## src/rtl/ext_irq_pkg.sv

```systemverilog
package ext_irq_pkg;
  localparam int SENSE_W = 2;

  typedef enum logic [SENSE_W-1:0] {
    SENSE_LOW  = 2'b00,
    SENSE_ANY  = 2'b01,
    SENSE_FALL = 2'b10,
    SENSE_RISE = 2'b11
  } sense_e;
endpackage

```

## src/rtl/eis_sync.sv

```systemverilog
module eis_sync #(
  parameter int WIDTH  = 4,
  parameter int STAGES = 2
) (
  input  logic             clk_i,
  input  logic             rst_ni,
  input  logic [WIDTH-1:0] d_i,
  output logic [WIDTH-1:0] q_o
);
  logic [STAGES-1:0][WIDTH-1:0] stg_q;

  for (genvar s = 0; s < STAGES; s++) begin : g_stage
    if (s == 0) begin : g_first
      always_ff @(posedge clk_i or negedge rst_ni) begin
        if (!rst_ni) stg_q[s] <= '0;
        else         stg_q[s] <= d_i;
      end
    end else begin : g_next
      always_ff @(posedge clk_i or negedge rst_ni) begin
        if (!rst_ni) stg_q[s] <= '0;
        else         stg_q[s] <= stg_q[s-1];
      end
    end
  end

  assign q_o = stg_q[STAGES-1];
endmodule

```

## src/rtl/eis_edge_detect.sv

```systemverilog
module eis_edge_detect
  import ext_irq_pkg::*;
(
  input  logic   clk_i,
  input  logic   rst_ni,
  input  logic   smp_i,
  input  sense_e mode_i,
  output logic   evt_o,
  output logic   lvl_o
);
  logic prev_q;
  logic rise, fall;

  // runs in every mode so a mode switch never sees a stale sample
  always_ff @(posedge clk_i or negedge rst_ni) begin
    if (!rst_ni) prev_q <= 1'b0;
    else         prev_q <= smp_i;
  end

  assign rise = smp_i & ~prev_q;
  assign fall = ~smp_i & prev_q;

  always_comb begin
    unique case (mode_i)
      SENSE_ANY:  evt_o = rise | fall;
      SENSE_FALL: evt_o = fall;
      SENSE_RISE: evt_o = rise;
      default:    evt_o = 1'b0;
    endcase
  end

  assign lvl_o = (mode_i == SENSE_LOW) & ~smp_i;
endmodule

```

## src/rtl/eis_pending.sv

```systemverilog
module eis_pending #(
  parameter int WIDTH = 4
) (
  input  logic             clk_i,
  input  logic             rst_ni,
  input  logic [WIDTH-1:0] set_i,
  input  logic [WIDTH-1:0] clr_i,
  output logic [WIDTH-1:0] q_o
);
  logic [WIDTH-1:0] pend_q;

  // set dominates a coincident clear
  always_ff @(posedge clk_i or negedge rst_ni) begin
    if (!rst_ni) pend_q <= '0;
    else         pend_q <= (pend_q & ~clr_i) | set_i;
  end

  assign q_o = pend_q;
endmodule

```

## src/rtl/ext_irq_sense.sv

```systemverilog
module ext_irq_sense
  import ext_irq_pkg::*;
#(
  parameter int NUM_PINS    = 4,
  parameter int SYNC_STAGES = 2,
  localparam int CTRL_W     = NUM_PINS * SENSE_W
) (
  input  logic                clk_i,
  input  logic                rst_ni,
  input  logic [NUM_PINS-1:0] pins_i,
  input  logic                ctrl_we_i,
  input  logic [CTRL_W-1:0]   ctrl_wdata_i,
  output logic [CTRL_W-1:0]   ctrl_rdata_o,
  input  logic [NUM_PINS-1:0] mask_i,
  input  logic                gie_i,
  input  logic                flag_clr_we_i,
  input  logic [NUM_PINS-1:0] flag_clr_data_i,
  input  logic [NUM_PINS-1:0] ack_i,
  output logic [NUM_PINS-1:0] pending_o,
  output logic [NUM_PINS-1:0] irq_o,
  output logic                irq_any_o
);
  logic [CTRL_W-1:0]   ctrl_q;
  logic [NUM_PINS-1:0] pin_sync;
  logic [NUM_PINS-1:0] evt_set;
  logic [NUM_PINS-1:0] lvl_act;
  logic [NUM_PINS-1:0] clr_vec;
  logic [NUM_PINS-1:0] pend;

  always_ff @(posedge clk_i or negedge rst_ni) begin
    if (!rst_ni)        ctrl_q <= '0;
    else if (ctrl_we_i) ctrl_q <= ctrl_wdata_i;
  end
  assign ctrl_rdata_o = ctrl_q;

  eis_sync #(.WIDTH(NUM_PINS), .STAGES(SYNC_STAGES)) u_sync (
    .clk_i  (clk_i),
    .rst_ni (rst_ni),
    .d_i    (pins_i),
    .q_o    (pin_sync)
  );

  for (genvar i = 0; i < NUM_PINS; i++) begin : g_pin
    eis_edge_detect u_det (
      .clk_i  (clk_i),
      .rst_ni (rst_ni),
      .smp_i  (pin_sync[i]),
      .mode_i (sense_e'(ctrl_q[i*SENSE_W +: SENSE_W])),
      .evt_o  (evt_set[i]),
      .lvl_o  (lvl_act[i])
    );
  end

  assign clr_vec = ({NUM_PINS{flag_clr_we_i}} & flag_clr_data_i) | ack_i;

  eis_pending #(.WIDTH(NUM_PINS)) u_pend (
    .clk_i  (clk_i),
    .rst_ni (rst_ni),
    .set_i  (evt_set),
    .clr_i  (clr_vec),
    .q_o    (pend)
  );

  assign pending_o = pend;
  assign irq_o     = (pend | lvl_act) & mask_i & {NUM_PINS{gie_i}};
  assign irq_any_o = |irq_o;
endmodule

```

## config.mk

```make
export PLATFORM = sky130hd
export DESIGN_NAME = ext_irq_sense
export DESIGN_NICKNAME = d
export VERILOG_FILES = /design/src/rtl/ext_irq_pkg.sv /design/src/rtl/eis_sync.sv /design/src/rtl/eis_edge_detect.sv /design/src/rtl/eis_pending.sv /design/src/rtl/ext_irq_sense.sv
export SDC_FILE = /design/constraint.sdc
export NUM_CORES = 1
export LEC_CHECK = 0
export ABC_AREA = 0
export BUFFER_PORTS_ARGS = -buffer_cell sky130_fd_sc_hd__buf_4
export CORE_MARGIN = 2
export CORE_UTILIZATION = 51
export CTS_BUF_LIST = sky130_fd_sc_hd__clkbuf_8
export CTS_CLUSTER_DIAMETER = 150
export DETAILED_ROUTE_END_ITERATION = 6
export PLACE_DENSITY_LB_ADDON = 0.05
export SLEW_MARGIN = 10
export SYNTH_ARGS = -nofsm -noshare
export SYNTH_HDL_FRONTEND = slang
export SYNTH_SLANG_ARGS = --single-unit
```

## constraint.sdc

```tcl
create_clock -name clk_i -period 2.6 [get_ports clk_i]
set_clock_uncertainty 0.15 [all_clocks]
set_input_delay 0.39 -clock clk_i [delete_from_list [all_inputs] [get_ports clk_i]]
set_output_delay 0.39 -clock clk_i [all_outputs]
set_load 0.02 [all_outputs]
```

==> flow_summary.yaml <==
outcome:
  status: "completed"
sta:
  timing.fmax_ghz: 0.463
  slew-limit-headroom_pct: 80.0
  worst_pin_slew_ps: 299
  setup_slack_ps: 442
  fin_crit_ps: 2160
  post-route-period-util_pct: 83.0
  timing.final.hold_violations: 0
  setup_viol: 0
  final.setup.tns_ps: 0
  grt_setup_unrepaired: "no"
  holdWs_ps: 81.2
  drv_slew: 0
drt:
  highest_layer: "met4"
  wl_met2_mm: 1.08
  firstDrtPassIters: 2
  wirelength_mm: 2.14
  wl_per_cell_um: 13.6
  met1_length_um: 830
  detail-route-antenna-nets: 0
  drtIter0Drc: 3
  via_per_inst: 5.12
  drcViolationCount: 0
  wl_met3_um: 167
  vias: 804
placed_design:
  dp_hpwl_mm: 1.67
  portBuffers: 45
  pre_cts_ws_ps: 730
  gp_congestion: 0.763
finish:
  nFillCells: 142
  utilization_pct: 75.1
  final_cell_mix: "45 x buf_4, 24 x dfrtp_1, 12 x mux2_2, 11 x inv_1, 8 x ha_1"
  final_layout_size_suffix_gt1_share_pct: 46.2
  nets: 169
  layout_commonest_cell: "buf_4"
  n_antenna_cell: 0
  syn_to_final_growth_pct: 40.3
worst_hold_path:
  hold_class: "in -> reg"
power_and_ir_drop:
  p_per_area_mw_per_mm2: 576
  vdd_drop_max_mv: 0.451
  power.leakage_nw: 0.758
  finalPower_mw: 0.841
logic_synthesis:
  synth_area_per_cell_sq_um: 12.7
  yosysTopAreaCellShare_pct: 57.8
  synth.area.top_cells: "dfrtp_1 58%, mux2_2 13%, ha_1 9.6%"
  netlist_area_sq_mm: 0.00104
  yosysWarningCount: 0
  yosysSeqAreaShare_pct: 57.8
  syn_nets: 119
  yosysUniqueCellTypes: 16
  syn_inst: 82
  synth.largest_area_cell: "dfrtp_1"
  ys_seq_elements: 24
die:
  core_area_sq_mm: 0.00194
  start_util_pct: 53.5
  die-area_sq_mm: 0.00242
  num_io_pins: 46
  rows: 16
  die_w_um: 49.2
  die_y_um: 49.2
setup_path:
  start_kind: "flop"
  rr_startpoint: "u_sync.q_o[3]"
  r2r_cells: 4
  r2r_end: "u_pend.q_o[3]"
  r2r_slack_ps: 1110
  endpoint: "irq_any_o"
  criticalPathCategory: "reg -> out"
  critPathLaunch: "ctrl_rdata_o[1]"
  required_ps: 2060
  crit_fanout: 5
  crit_arrival_ps: 1620
  crit_path_end_kind: "primary output"
grt:
  antenna_found_initial: 0
  grt_pass1_wl_mm: 3.65
  grt_pass1_vias: 823
  grt_max_degree: 25
  gr-total-overflow: 0
  grt_usage_pct: 20.5
clock_network:
  clockBufferDepth: 2
  htree_levels: 1
  postCtsSetupBuffers: 0
  ctsResizeCount: 0
  cts_tree: "built"
  clock_latency_ps: 260
  numCtsBuffers: 3
  cts.sinks: 24
  clkSlewWorstSetupHoldPaths_ps: 80
  cts_hold_buf: 1
  cts-root-buf: "clkbuf_8"
flow_run:
  drv_cap: 0
[where the power goes]
| part | internal (mW) | switching [mW] |
|---|---|---|
| combinational | 0.104 | 0.0936 |
| clock | 0.103 | 0.104 |
| sequential | 0.406 | 0.0291 |
[critical path, stage by stage (launching register included)]
cell and delay, ps:
dfrtp_1 410, nor3_1 90, o211a_1 220, or4_1 460
buf_4 170
[metrics by stage]
stage	instance area, sq um	instances
2_1_floorplan	1040	82
3_3_place_gp	1410	153
3_5_place_dp	1410	153
4_1_cts	1460	157
5_1_grt	1460	157
6_report	1460	157
[cells in the mapped netlist]
| cell type | count |
|---|---|
| ha_1 | 8 |
| a221o_1 | 3 |
| mux2_2 | 12 |
| dfrtp_1 | 24 |
| nand2_1 | 5 |
| inv_1 | 11 |
| nor2_1 | 3 |
| or3_1 | 3 |
| a211oi_1 | 3 |
| or4_1 | 1 |
| clkbuf_1 | 1 |
| nor3b_1 | 1 |
| o211a_1 | 1 |
| nand3b_1 | 1 |
| a21oi_1 | 4 |
| nor3_1 | 1 |
[layout make-up]
type                       instances  area [sq um]  share of cell area, %
clock buffer                       3          41.3                   2.83
inverter                          11          41.3                   2.83
tap                               27          33.8                   2.32
timing repair buffer              46           348                   23.8
multi-input combinational         46           394                   27.0
sequential                        24           601                   41.2
[flip-flops by register name, summed over array words and instances, names as in the netlist]
signal,flops
g_pin.u_det.prev_q,4
ctrl_rdata_o,8
u_pend.q_o,4
u_sync.q_o,4
u_sync.stg_q,4
[cell families (layout without fill, tap and decap cells)]
family,count (synthesis),in the layout,share of synthesized area (%)
DFF,24,24,57.8
buffers and inverters,12,60,4.33
adders and majority gates,8,8,9.63
muxes,12,12,13.0
AOI/OAI and AO/OA,11,11,7.94
and+or+nand+nor,15,15,7.34
[worst min path at each step]
stage	from	to	cells past startpoint
floorplan	rst_ni	ctrl_rdata_o[0]	0
global placement	rst_ni	g_pin[2].u_det.prev_q	1
detailed placement	rst_ni	g_pin[2].u_det.prev_q	1
CTS	pins_i[3]	u_sync.stg_q[3]	1
global route	pins_i[1]	u_sync.stg_q[1]	1
finish	pins_i[3]	u_sync.stg_q[3]	1
[metal layers]
layer  global-route usage, %  up-vias
met3                    4.91        6
met5                       0        -
li1                        -      380
met2                    34.0       38
met4                    11.4        0
met1                    24.2      380
Power figures use the tool's default switching activity.
